$ cat src/rtl/pkt_dma_pkg.sv
package pkt_dma_pkg;
  localparam int CB_EN    = 0;
  localparam int CB_TX    = 1;
  localparam int CB_MULTI = 2;
  localparam int CB_IE    = 3;
  localparam int CB_EP    = 4;
  localparam int CB_ERR   = 8;
  localparam int CB_BURST = 9;

  typedef enum logic [1:0] {CH_IDLE, CH_WAIT, CH_RUN} ch_state_e;

  function automatic logic [4:0] burst_beats(input logic [1:0] code);
    case (code)
      2'd1:    return 5'd4;
      2'd2:    return 5'd8;
      2'd3:    return 5'd16;
      default: return 5'd1;
    endcase
  endfunction
endpackage

$ cat src/rtl/dma_chan.sv
module dma_chan
  import pkt_dma_pkg::*;
#(
  parameter int AW        = 32,
  parameter int PKT_BYTES = 64
) (
  input  logic          clk,
  input  logic          rst_n,
  input  logic          wr_ctrl,
  input  logic          wr_addr,
  input  logic          wr_cnt,
  input  logic [AW-1:0] wdata,
  input  logic          pkt_ok,
  input  logic          bus_done,
  input  logic          bus_err,
  output logic [15:0]   ctrl_rd,
  output logic [AW-1:0] addr_q,
  output logic [AW-1:0] cnt_q,
  output logic [3:0]    ep,
  output logic          want,
  output logic [4:0]    beats,
  output logic          tx,
  output logic          en,
  output logic          fin
);
  localparam int PW = $clog2(PKT_BYTES + 1);
  localparam int BW = (PW > 7) ? PW : 7;

  ch_state_e     state_q, state_d;
  logic [6:0]    lo_q, lo_d;      // control bits 7:1
  logic [1:0]    burst_q, burst_d;
  logic          err_q, err_d;
  logic [PW-1:0] pkt_q, pkt_d;
  logic [AW-1:0] addr_d, cnt_d;
  logic [BW-1:0] cap_b, pkt_b, bytes, rnd;
  logic [PW-1:0] pkt_first;

  assign cap_b     = BW'({burst_beats(burst_q), 2'b00});
  assign pkt_b     = BW'(pkt_q);
  assign bytes     = (cap_b < pkt_b) ? cap_b : pkt_b;
  assign rnd       = bytes + BW'(3);
  assign beats     = rnd[6:2];
  assign pkt_first = (cnt_q < AW'(PKT_BYTES)) ? cnt_q[PW-1:0] : PW'(PKT_BYTES);

  assign en      = (state_q != CH_IDLE);
  assign want    = (state_q == CH_RUN);
  assign tx      = lo_q[CB_TX-1];
  assign ep      = lo_q[6:3];
  assign ctrl_rd = {5'b0, burst_q, err_q, lo_q, en};

  always_comb begin
    state_d = state_q;
    lo_d    = lo_q;
    burst_d = burst_q;
    err_d   = err_q;
    pkt_d   = pkt_q;
    addr_d  = addr_q;
    cnt_d   = cnt_q;
    fin     = 1'b0;
    if (wr_addr) addr_d = {wdata[AW-1:2], 2'b00};
    if (wr_cnt)  cnt_d  = wdata;
    case (state_q)
      CH_WAIT: if (pkt_ok) begin
        state_d = CH_RUN;
        pkt_d   = pkt_first;
      end
      CH_RUN: begin
        if (bus_err) begin
          err_d   = 1'b1;
          state_d = CH_IDLE;
          fin     = lo_q[CB_IE-1];
        end else if (bus_done) begin
          addr_d = addr_q + AW'(bytes);
          cnt_d  = cnt_q - AW'(bytes);
          pkt_d  = pkt_q - bytes[PW-1:0];
          if (cnt_q == AW'(bytes) || (pkt_b == bytes && !lo_q[CB_MULTI-1])) begin
            state_d = CH_IDLE;
            fin     = lo_q[CB_IE-1];
          end else if (pkt_b == bytes) begin
            state_d = CH_WAIT;
          end
        end
      end
      default: ;
    endcase
    if (wr_ctrl) begin
      lo_d    = wdata[7:1];
      burst_d = wdata[CB_BURST+1:CB_BURST];
      err_d   = 1'b0;
      if (!wdata[CB_EN]) begin
        state_d = CH_IDLE;
      end else if (cnt_q == '0) begin
        state_d = CH_IDLE;
        fin     = wdata[CB_IE];
      end else begin
        state_d = CH_WAIT;
      end
    end
  end

  always_ff @(posedge clk or negedge rst_n) begin
    if (!rst_n) begin
      state_q <= CH_IDLE;
      lo_q    <= '0;
      burst_q <= '0;
      err_q   <= 1'b0;
      pkt_q   <= '0;
      addr_q  <= '0;
      cnt_q   <= '0;
    end else begin
      state_q <= state_d;
      lo_q    <= lo_d;
      burst_q <= burst_d;
      err_q   <= err_d;
      pkt_q   <= pkt_d;
      addr_q  <= addr_d;
      cnt_q   <= cnt_d;
    end
  end
endmodule

$ cat src/rtl/dma_arb.sv
module dma_arb #(
  parameter int NCH = 8,
  parameter int CHW = 3
) (
  input  logic           clk,
  input  logic           rst_n,
  input  logic [NCH-1:0] want,
  input  logic           resp,
  output logic           busy_q,
  output logic [CHW-1:0] cur_q
);
  logic           busy_d, found;
  logic [CHW-1:0] cur_d, pick;

  always_comb begin
    pick  = '0;
    found = 1'b0;
    for (int i = NCH - 1; i >= 0; i--) begin
      if (want[i]) begin
        pick  = CHW'(i);
        found = 1'b1;
      end
    end
    busy_d = busy_q ? !resp : found;
    cur_d  = (!busy_q && found) ? pick : cur_q;
  end

  always_ff @(posedge clk or negedge rst_n) begin
    if (!rst_n) begin
      busy_q <= 1'b0;
      cur_q  <= '0;
    end else begin
      busy_q <= busy_d;
      cur_q  <= cur_d;
    end
  end
endmodule

$ cat src/rtl/dma_irq_stat.sv
module dma_irq_stat #(
  parameter int NCH = 8
) (
  input  logic           clk,
  input  logic           rst_n,
  input  logic           rd_clr,
  input  logic [NCH-1:0] set_vec,
  output logic [NCH-1:0] stat_q,
  output logic           irq
);
  logic [NCH-1:0] stat_d;

  assign stat_d = (rd_clr ? '0 : stat_q) | set_vec;
  assign irq    = |stat_q;

  always_ff @(posedge clk or negedge rst_n) begin
    if (!rst_n) stat_q <= '0;
    else        stat_q <= stat_d;
  end
endmodule

$ cat src/rtl/pkt_dma_engine.sv
module pkt_dma_engine
  import pkt_dma_pkg::*;
#(
  parameter int NCH       = 8,
  parameter int AW        = 32,
  parameter int NEP       = 16,
  parameter int PKT_BYTES = 64,
  localparam int CHW      = (NCH > 1) ? $clog2(NCH) : 1
) (
  input  logic           clk,
  input  logic           rst_n,
  input  logic           reg_wr,
  input  logic           reg_rd,
  input  logic [11:0]    reg_addr,
  input  logic [AW-1:0]  reg_wdata,
  output logic [AW-1:0]  reg_rdata,
  output logic           mem_req,
  output logic           mem_write,
  output logic [AW-1:0]  mem_addr,
  output logic [4:0]     mem_beats,
  output logic [CHW-1:0] mem_ch,
  output logic [3:0]     mem_ep,
  input  logic           mem_done,
  input  logic           mem_err,
  input  logic [NEP-1:0] fifo_req,
  output logic           irq
);
  logic [7:0]     slot;
  logic           in_range, stat_hit;
  logic [CHW-1:0] sel_ch;
  logic [3:0]     off;
  logic [NCH-1:0] en_vec, want_vec, fin_vec, stat_q;
  logic [15:0]    ctrl_arr [NCH];
  logic [AW-1:0]  addr_arr [NCH];
  logic [AW-1:0]  cnt_arr  [NCH];
  logic [3:0]     ep_arr   [NCH];
  logic [4:0]     beats_arr[NCH];
  logic [NCH-1:0] tx_vec;
  logic           busy_q;
  logic [CHW-1:0] cur_q;

  assign slot     = reg_addr[11:4] - 8'h20;
  assign in_range = (reg_addr[11:4] >= 8'h20) && (int'(slot) < NCH);
  assign sel_ch   = slot[CHW-1:0];
  assign off      = reg_addr[3:0];
  assign stat_hit = (reg_addr == 12'h200);

  for (genvar g = 0; g < NCH; g++) begin : g_ch
    logic hit;
    assign hit = reg_wr && in_range && (sel_ch == CHW'(g));
    dma_chan #(.AW(AW), .PKT_BYTES(PKT_BYTES)) u_ch (
      .clk      (clk),
      .rst_n    (rst_n),
      .wr_ctrl  (hit && off == 4'h4),
      .wr_addr  (hit && off == 4'h8),
      .wr_cnt   (hit && off == 4'hC),
      .wdata    (reg_wdata),
      .pkt_ok   (fifo_req[ep_arr[g]]),
      .bus_done (mem_done && busy_q && cur_q == CHW'(g)),
      .bus_err  (mem_err && busy_q && cur_q == CHW'(g)),
      .ctrl_rd  (ctrl_arr[g]),
      .addr_q   (addr_arr[g]),
      .cnt_q    (cnt_arr[g]),
      .ep       (ep_arr[g]),
      .want     (want_vec[g]),
      .beats    (beats_arr[g]),
      .tx       (tx_vec[g]),
      .en       (en_vec[g]),
      .fin      (fin_vec[g])
    );
  end

  dma_arb #(.NCH(NCH), .CHW(CHW)) u_arb (
    .clk    (clk),
    .rst_n  (rst_n),
    .want   (want_vec),
    .resp   (mem_done || mem_err),
    .busy_q (busy_q),
    .cur_q  (cur_q)
  );

  dma_irq_stat #(.NCH(NCH)) u_stat (
    .clk     (clk),
    .rst_n   (rst_n),
    .rd_clr  (reg_rd && stat_hit),
    .set_vec (fin_vec),
    .stat_q  (stat_q),
    .irq     (irq)
  );

  assign mem_req   = busy_q;
  assign mem_ch    = cur_q;
  assign mem_addr  = addr_arr[cur_q];
  assign mem_beats = beats_arr[cur_q];
  assign mem_ep    = ep_arr[cur_q];
  assign mem_write = !tx_vec[cur_q];

  always_comb begin
    reg_rdata = '0;
    if (stat_hit)                   reg_rdata = AW'(stat_q);
    else if (in_range && off == 4'h4) reg_rdata = AW'(ctrl_arr[sel_ch]);
    else if (in_range && off == 4'h8) reg_rdata = addr_arr[sel_ch];
    else if (in_range && off == 4'hC) reg_rdata = cnt_arr[sel_ch];
  end
endmodule

$ cat config.mk
export PLATFORM = sky130hd
export DESIGN_NAME = pkt_dma_engine
export DESIGN_NICKNAME = d
export VERILOG_FILES = /design/src/rtl/pkt_dma_pkg.sv /design/src/rtl/dma_chan.sv /design/src/rtl/dma_arb.sv /design/src/rtl/dma_irq_stat.sv /design/src/rtl/pkt_dma_engine.sv
export SDC_FILE = /design/constraint.sdc
export NUM_CORES = 2
export LEC_CHECK = 0
export BUFFER_PORTS_ARGS = -buffer_cell sky130_fd_sc_hd__buf_4
export CORE_MARGIN = 5
export CORE_UTILIZATION = 59
export DETAILED_ROUTE_END_ITERATION = 8
export PLACE_DENSITY = 0.77
export RECOVER_POWER = 50
export SKIP_CTS_REPAIR_TIMING = 1
export SLEW_MARGIN = 25
export SYNTH_ARGS = -nofsm -noshare
export SYNTH_HDL_FRONTEND = slang
export SYNTH_HIERARCHICAL = 1
export SYNTH_SLANG_ARGS = --single-unit
$ cat constraint.sdc
create_clock -name clk -period 4.3 [get_ports clk]
set_input_delay 0.645 -clock clk [delete_from_list [all_inputs] [get_ports clk]]
set_output_delay 0.645 -clock clk [all_outputs]
set_load 0.05 [all_outputs]
Word level (Yosys, flattened, before mapping). Cells that the tools add are included.

$add $sub $neg: 33. $lt $le $gt $ge: 29. Eq/ne operators: 122. Mux-type cells: 330. Bitwise operators: 3. Reduce and logical (&&, ||, !) cells: 160.

Operator list (count): $mux W32 (74); $bmux W32 S3 (3); $mux W7 (40); $add A32 B7 Y32 (8); $eq A32 B7 Y1 (8); $logic_not A32 Y1 (8); $lt A32 B7 Y1 const B (8); $sub A32 B7 Y32 (8); $pmux W5 S3 (8); $mux W2 (56); $pmux W7 S2 (8); $mux W1 (106); $logic_and A1 B1 Y1 (65); $reduce_and A4 Y1 (16); $reduce_bool A2 Y1 (32); $add A7 B2 Y7 const B (8); $eq A7 B7 Y1 (8); $lt A7 B7 Y1 (8); $sub A7 B7 Y7 (8); $bmux W16 S3 (1); $eq A2 B2 Y1 const B (24); $lt A4 B5 Y1 const B (8); $ne A5 B3 Y1 const B (8); $bmux W1 S4 (8); other kinds (33) (148).

Register bits after elaboration: 676. Bits of input ports: 66. Output and inout bits: 79. Logic and storage cells: 736.

Depth between registers and ports, before layout.
Depth after elaboration: 15. Mapped depth: 18. Gate-level depth less buffers: 17.

Hierarchy. Netlist, hierarchy kept.

Modules (own cells, without submodules): dma_chan (g_ch[0].u_ch ...) (times used 5, cells an instance 678, area each 5783.0 sq um, sequential area each 2077.0 sq um); dma_chan (g_ch[3].u_ch ...) (times used 2, cells an instance 668, area each 5755.5 sq um, sequential area each 2077.0 sq um); pkt_dma_engine (times used 1, cells an instance 784, area each 9268.9 sq um, sequential area each 0.0 sq um); dma_chan (g_ch[7].u_ch) (times used 1, cells an instance 666, area each 5856.9 sq um, sequential area each 2077.0 sq um); dma_irq_stat (times used 1, cells an instance 20, area each 281.5 sq um, sequential area each 200.2 sq um); dma_arb (times used 1, cells an instance 24, area each 241.5 sq um, sequential area each 100.1 sq um).

Worst setup path before layout. No wires, ideal clock.

Path kind: register to register. From: register g_ch[4].u_ch.burst_q[0]. To: register g_ch[4].u_ch.cnt_q[23]. Library setup time: 0.126 ns. Data arrival time: 3.860 ns. Data required time: 4.174 ns. Slack: 0.314 ns. Stages on the path, launching flop included: 16. Path buffers: 0. Period minus slack after synthesis: 3.986 ns. Path through: dfrtp_1 -> and2_1 -> ha_1 -> and4b_1 -> o21ai_0 -> nand2_1 -> nor3_1 -> a21oi_1 -> ha_1 -> a21oi_1 -> nand2_1 -> o31a_1 -> o2111ai_2 -> nand2_1 -> or4_1 -> a311o_1.

Cells in the longest elaborated chain, start to end: 8. Elaborated cells between the ends (all ways): 10. Those cells by class: add/sub: 1; order compare: 1; eq/ne: 3; mux: 5.

RTL lines: start: declaration (line dma_chan.sv:31) `logic [1:0] burst_q, burst_d;`; start signal: assignment (line dma_chan.sv:113) `burst_q <= burst_d;`; $eq A2 B2 Y1 or $eq A2 B1 Y1 (tied branches) (line pkt_dma_pkg.sv:13) `case (code)`; $pmux W5 S3 (*) (line pkt_dma_pkg.sv:13); $lt A7 B7 Y1 (line dma_chan.sv:40) `assign bytes = (cap_b < pkt_b) ? cap_b : pkt_b;`; $mux W7 (*) (line dma_chan.sv:40); $sub A32 B7 Y32 (*) (line dma_chan.sv:74) `cnt_d = cnt_q - AW'(bytes);`; $mux W32 (*) (line dma_chan.sv:72) `end else if (bus_done) begin`; $mux W32 (*) (line dma_chan.sv:68) `if (bus_err) begin`; $mux W32 (*) (line dma_chan.sv:62) `case (state_q)`; via g_ch[4].u_ch.cnt_d[23] (line dma_chan.sv:34) `logic [AW-1:0] addr_d, cnt_d;`; end signal: assignment (line dma_chan.sv:117) `cnt_q <= cnt_d;`; end: declaration (line dma_chan.sv:18) `output logic [AW-1:0] cnt_q,`.

The timed path passes the listed nets; every way through them passes the cells marked *. A chain may end at the register's enable or synchronous reset.

==> reports/metrics.yaml <==
overflow: 0
drv_slew: 110
area_growth_pct: 12.7
yosysSeqAreaShare_pct: 30.2
r2r-start: "g_ch[3].u_ch/burst_q[1]"
grt_pass1_vias: 53200
dpl_cell_area_mm2: 0.0597
async_flop_share_pct: 100
grt_pass1_wl_um: 350000
antenna_found_initial: 18
nNetsFinal: 6726
synth_edf_count: 0
leakage_nw: 27.1
cp.arrival_ns: 3.95
clkPwrFrac_pct: 32.6
skew_ns: 0.0241
whs_endpoint: "u_arb/busy_q"
drt_wl_total_um: 243000
numCtsBuffers: 81
drt_iter0_markers: 8798
setup_ws_ns: -0.292
num_vias: 57300
yosys.cell_types.count: 106
synth_most_common_cell: "dfrtp_1"
die_h_um: 318
cts.sinks: 676
timing.final.crit_share_pct: 107
intPower_mw: 13.9
powerDensity_mw_per_mm2: 354
grt_usage_pct: 45.8
netSwitchingFraction_pct: 37.8
io_pins: 145
cts_buffer_depth: 3
cp_top_family: "multiplexers"
core_mm2: 0.0947
reg2reg_to: "g_ch[3].u_ch/addr_q[24]"
synth.top_cells.by_area: "dfrtp_1 30%, mux4_2 9.8%, nand2_1 4.2%"
clk_pin_slew_worst_paths_ns: 0.06
drc_errors: 4
insertion_delay_ns: 0.69
power_frac_comb_pct: 31.7
drtAntennaViolNets: 0
min_from: "mem_done"
worst_setup_path_end_kind: "output port"
cp_max_fo: 5
setup_viol_count_final: 11
whs_path_depth: 4
slowest_delay_ns: 0.54
initial_core_util_pct: 59.2
hold_path_class: "in2reg"
htreeDepth: 3
critPathBufInv: 3
layout-drive-gt1-share_pct: 21.2
violations: "design-rule violations, max-capacitance violations, max-slew violations, negative setup slack"
wl_per_cell_um: 31.1
root_buffer: "clkbuf_16"
fin_crit_ns: 4.59
maxCapViolCount: 1
gp_congestion: 1.05
tightest_slew_ns: 2.91
die_area_mm2: 0.101
relSlewSlack_pct: -94.1
crit_path_cell_trace: "nor2b_2 > ha_1 > and4b_2 > o21a_1 > nor2_2 > buf_6 > mux2i_4 > inv_2 > o21a_1 > mux4_2 > mux2_4 > buf_8"
hold_violations: 0
regToRegSetupSlack_ns: 0.02
stdcell_area_mm2: 0.0632
rsz0062_at_grt: "true"
dp_slack_ns: -0.113
p_sw_mw: 8.47
grt_max_degree: 105
crit_top_cell: "o21a_1"
synth.top_cell.area_share_pct: 30.2
routed_via_density: 7.33
port_buffers: 144
dp_hpwl_um: 178000
worstPathRequired_ns: 3.65
first_pass_iters: 9
dp.cells: 7616
final_cells: 7823
yosysTopAreaCell: "dfrtp_1"
worstSetupStartpointType: "register"
synth_area_mm2: 0.0561
critPathKind: "reg2out"
syn_area_per_cell_um2: 9.02
fp.dieW_um: 318
max_freq_mhz: 218
num_rows: 113
synthCells: 6220
yosys_warnings: 6
netlist_top_cells_count: "676 x dfrtp_1, 620 x nand2_1, 554 x nor2_1, 400 x a21oi_1, 289 x o21ai_0"
p_seq_share_pct: 35.7
r2r_cells: 17
ir_worst_vdd_uv: 361
critPathSlowestCell: "mux4_2"
status: "complete, but fails checks"
synth_ff_type: "dfrtp_1"
ys_ff_latch: 676
cts_tree: "done"
==> placed cells by master, fill, tap and decap left out, types with 72 or more instances in the layout <==
master,synthesis,routed
a211oi_1,93,92
a21o_1,72,72
a21oi_1,400,386
a31oi_1,88,88
buf_4,119,529
clkbuf_16,0,83
dfrtp_1,676,660
ha_1,163,158
inv_1,205,200
mux2_2,150,147
mux2i_1,195,188
mux4_2,245,245
nand2_1,620,613
nand3_1,217,213
nand4_1,97,97
nor2_1,554,538
nor3_1,145,144
o211ai_1,108,108
o21ai_0,289,287
o22ai_1,95,95
xnor2_1,96,92
==> power groups by stage <==
stage / clock network [mW] / registers (mW) / logic [mW]
5_1_grt: 7.58 / 8.04 / 7.45
6_report: 7.30 / 8.00 / 7.09
4_1_cts: 7.30 / 7.92 / 6.76
3_5_place_dp: 0 / 8.02 / 6.73
2_1_floorplan: 0 / 7.59 / 4.56
3_3_place_gp: 0 / 8.00 / 6.67
==> through the flow <==
stage | setup TNS [ns] | util (%) | power, mW | hold WS, ns
after global routing | -4.95 | 66.7 | 23.1 | 0.401
after floorplan | 0 | - | 12.1 | 0.349
after global placement | -0.180 | 63.0 | 14.7 | 0.471
after detailed placement | -0.478 | 63.0 | 14.8 | 0.483
final | -1.23 | 66.7 | 22.4 | 0.383
after CTS | -2.63 | 65.9 | 22.0 | 0.0601
==> tightest hold or removal path: cells and delay by family <==
family / cells / cell delay, ns
AND/OR/NAND/NOR: 1 / 0.09
buffers and inverters: 2 / 0.12
AO/OA/AOI/OAI: 1 / 0.16
==> cells by family (layout without fill, tap and decap cells) <==
logic type	after synthesis	count (layout)	synth area share, %
AND/OR/NAND/NOR	2236	2236	20.4
AO/OA/AOI/OAI	1722	1722	20.8
flip-flops	676	676	30.2
buffers and inverters	642	936	5.51
multiplexers	595	595	16.4
adder cells (fa/ha/maj)	179	179	4.21
XOR/XNOR	154	154	2.41
other	16	60	0.107
==> how the worst max path moves through the flow <==
stage                            startpoint                     end  slack (ns)  cells past startpoint
finish              g_ch[1].u_ch/burst_q[1]            mem_beats[2]       -0.29                     12
CTS                 g_ch[0].u_ch/burst_q[1]            mem_beats[4]       -0.58                     12
global route        g_ch[1].u_ch/burst_q[1]            mem_beats[2]       -0.33                     12
floorplan           g_ch[4].u_ch/burst_q[0]  g_ch[4].u_ch/cnt_q[23]        0.31                     15
detailed placement  g_ch[0].u_ch/burst_q[1]  g_ch[0].u_ch/cnt_q[15]       -0.11                     16
global placement    g_ch[3].u_ch/burst_q[0]  g_ch[3].u_ch/cnt_q[22]       -0.10                     15
==> cell type report <==
class / count / area (µm²)
repair buffers: 577 / 4420
inverters: 211 / 795
clock inverters: 29 / 345
fillers: 7796 / 31500
multi-input cells: 4934 / 36700
flip-flops and latches: 676 / 16900
well taps: 1265 / 1580
clock buffers: 119 / 2380
diodes: 12 / 30.0
==> flip-flops by register name, indices dropped and copies added (netlist names) <==
register / cells
g_ch.u_ch/state_q: 16
g_ch.u_ch/pkt_b: 56
u_arb/cur_q: 3
g_ch.u_ch/lo_q: 56
u_arb/busy_q: 1
g_ch.u_ch/burst_q: 16
g_ch.u_ch/err_q: 8
u_stat/stat_q: 8
g_ch.u_ch/cnt_q: 256
g_ch.u_ch/addr_q: 256
==> metal layers <==
layer	up-vias	global-route usage [%]	part of all wire, %	routed length (µm)
met5	-	0.946	0.084	205
met4	16	25.2	7.2	17400
met3	922	17.6	15	37200
met2	4540	64.4	41	99400
met1	27800	60.8	37	89200
li1	24100	-	-	-
(Power assumes the default switching activity.)
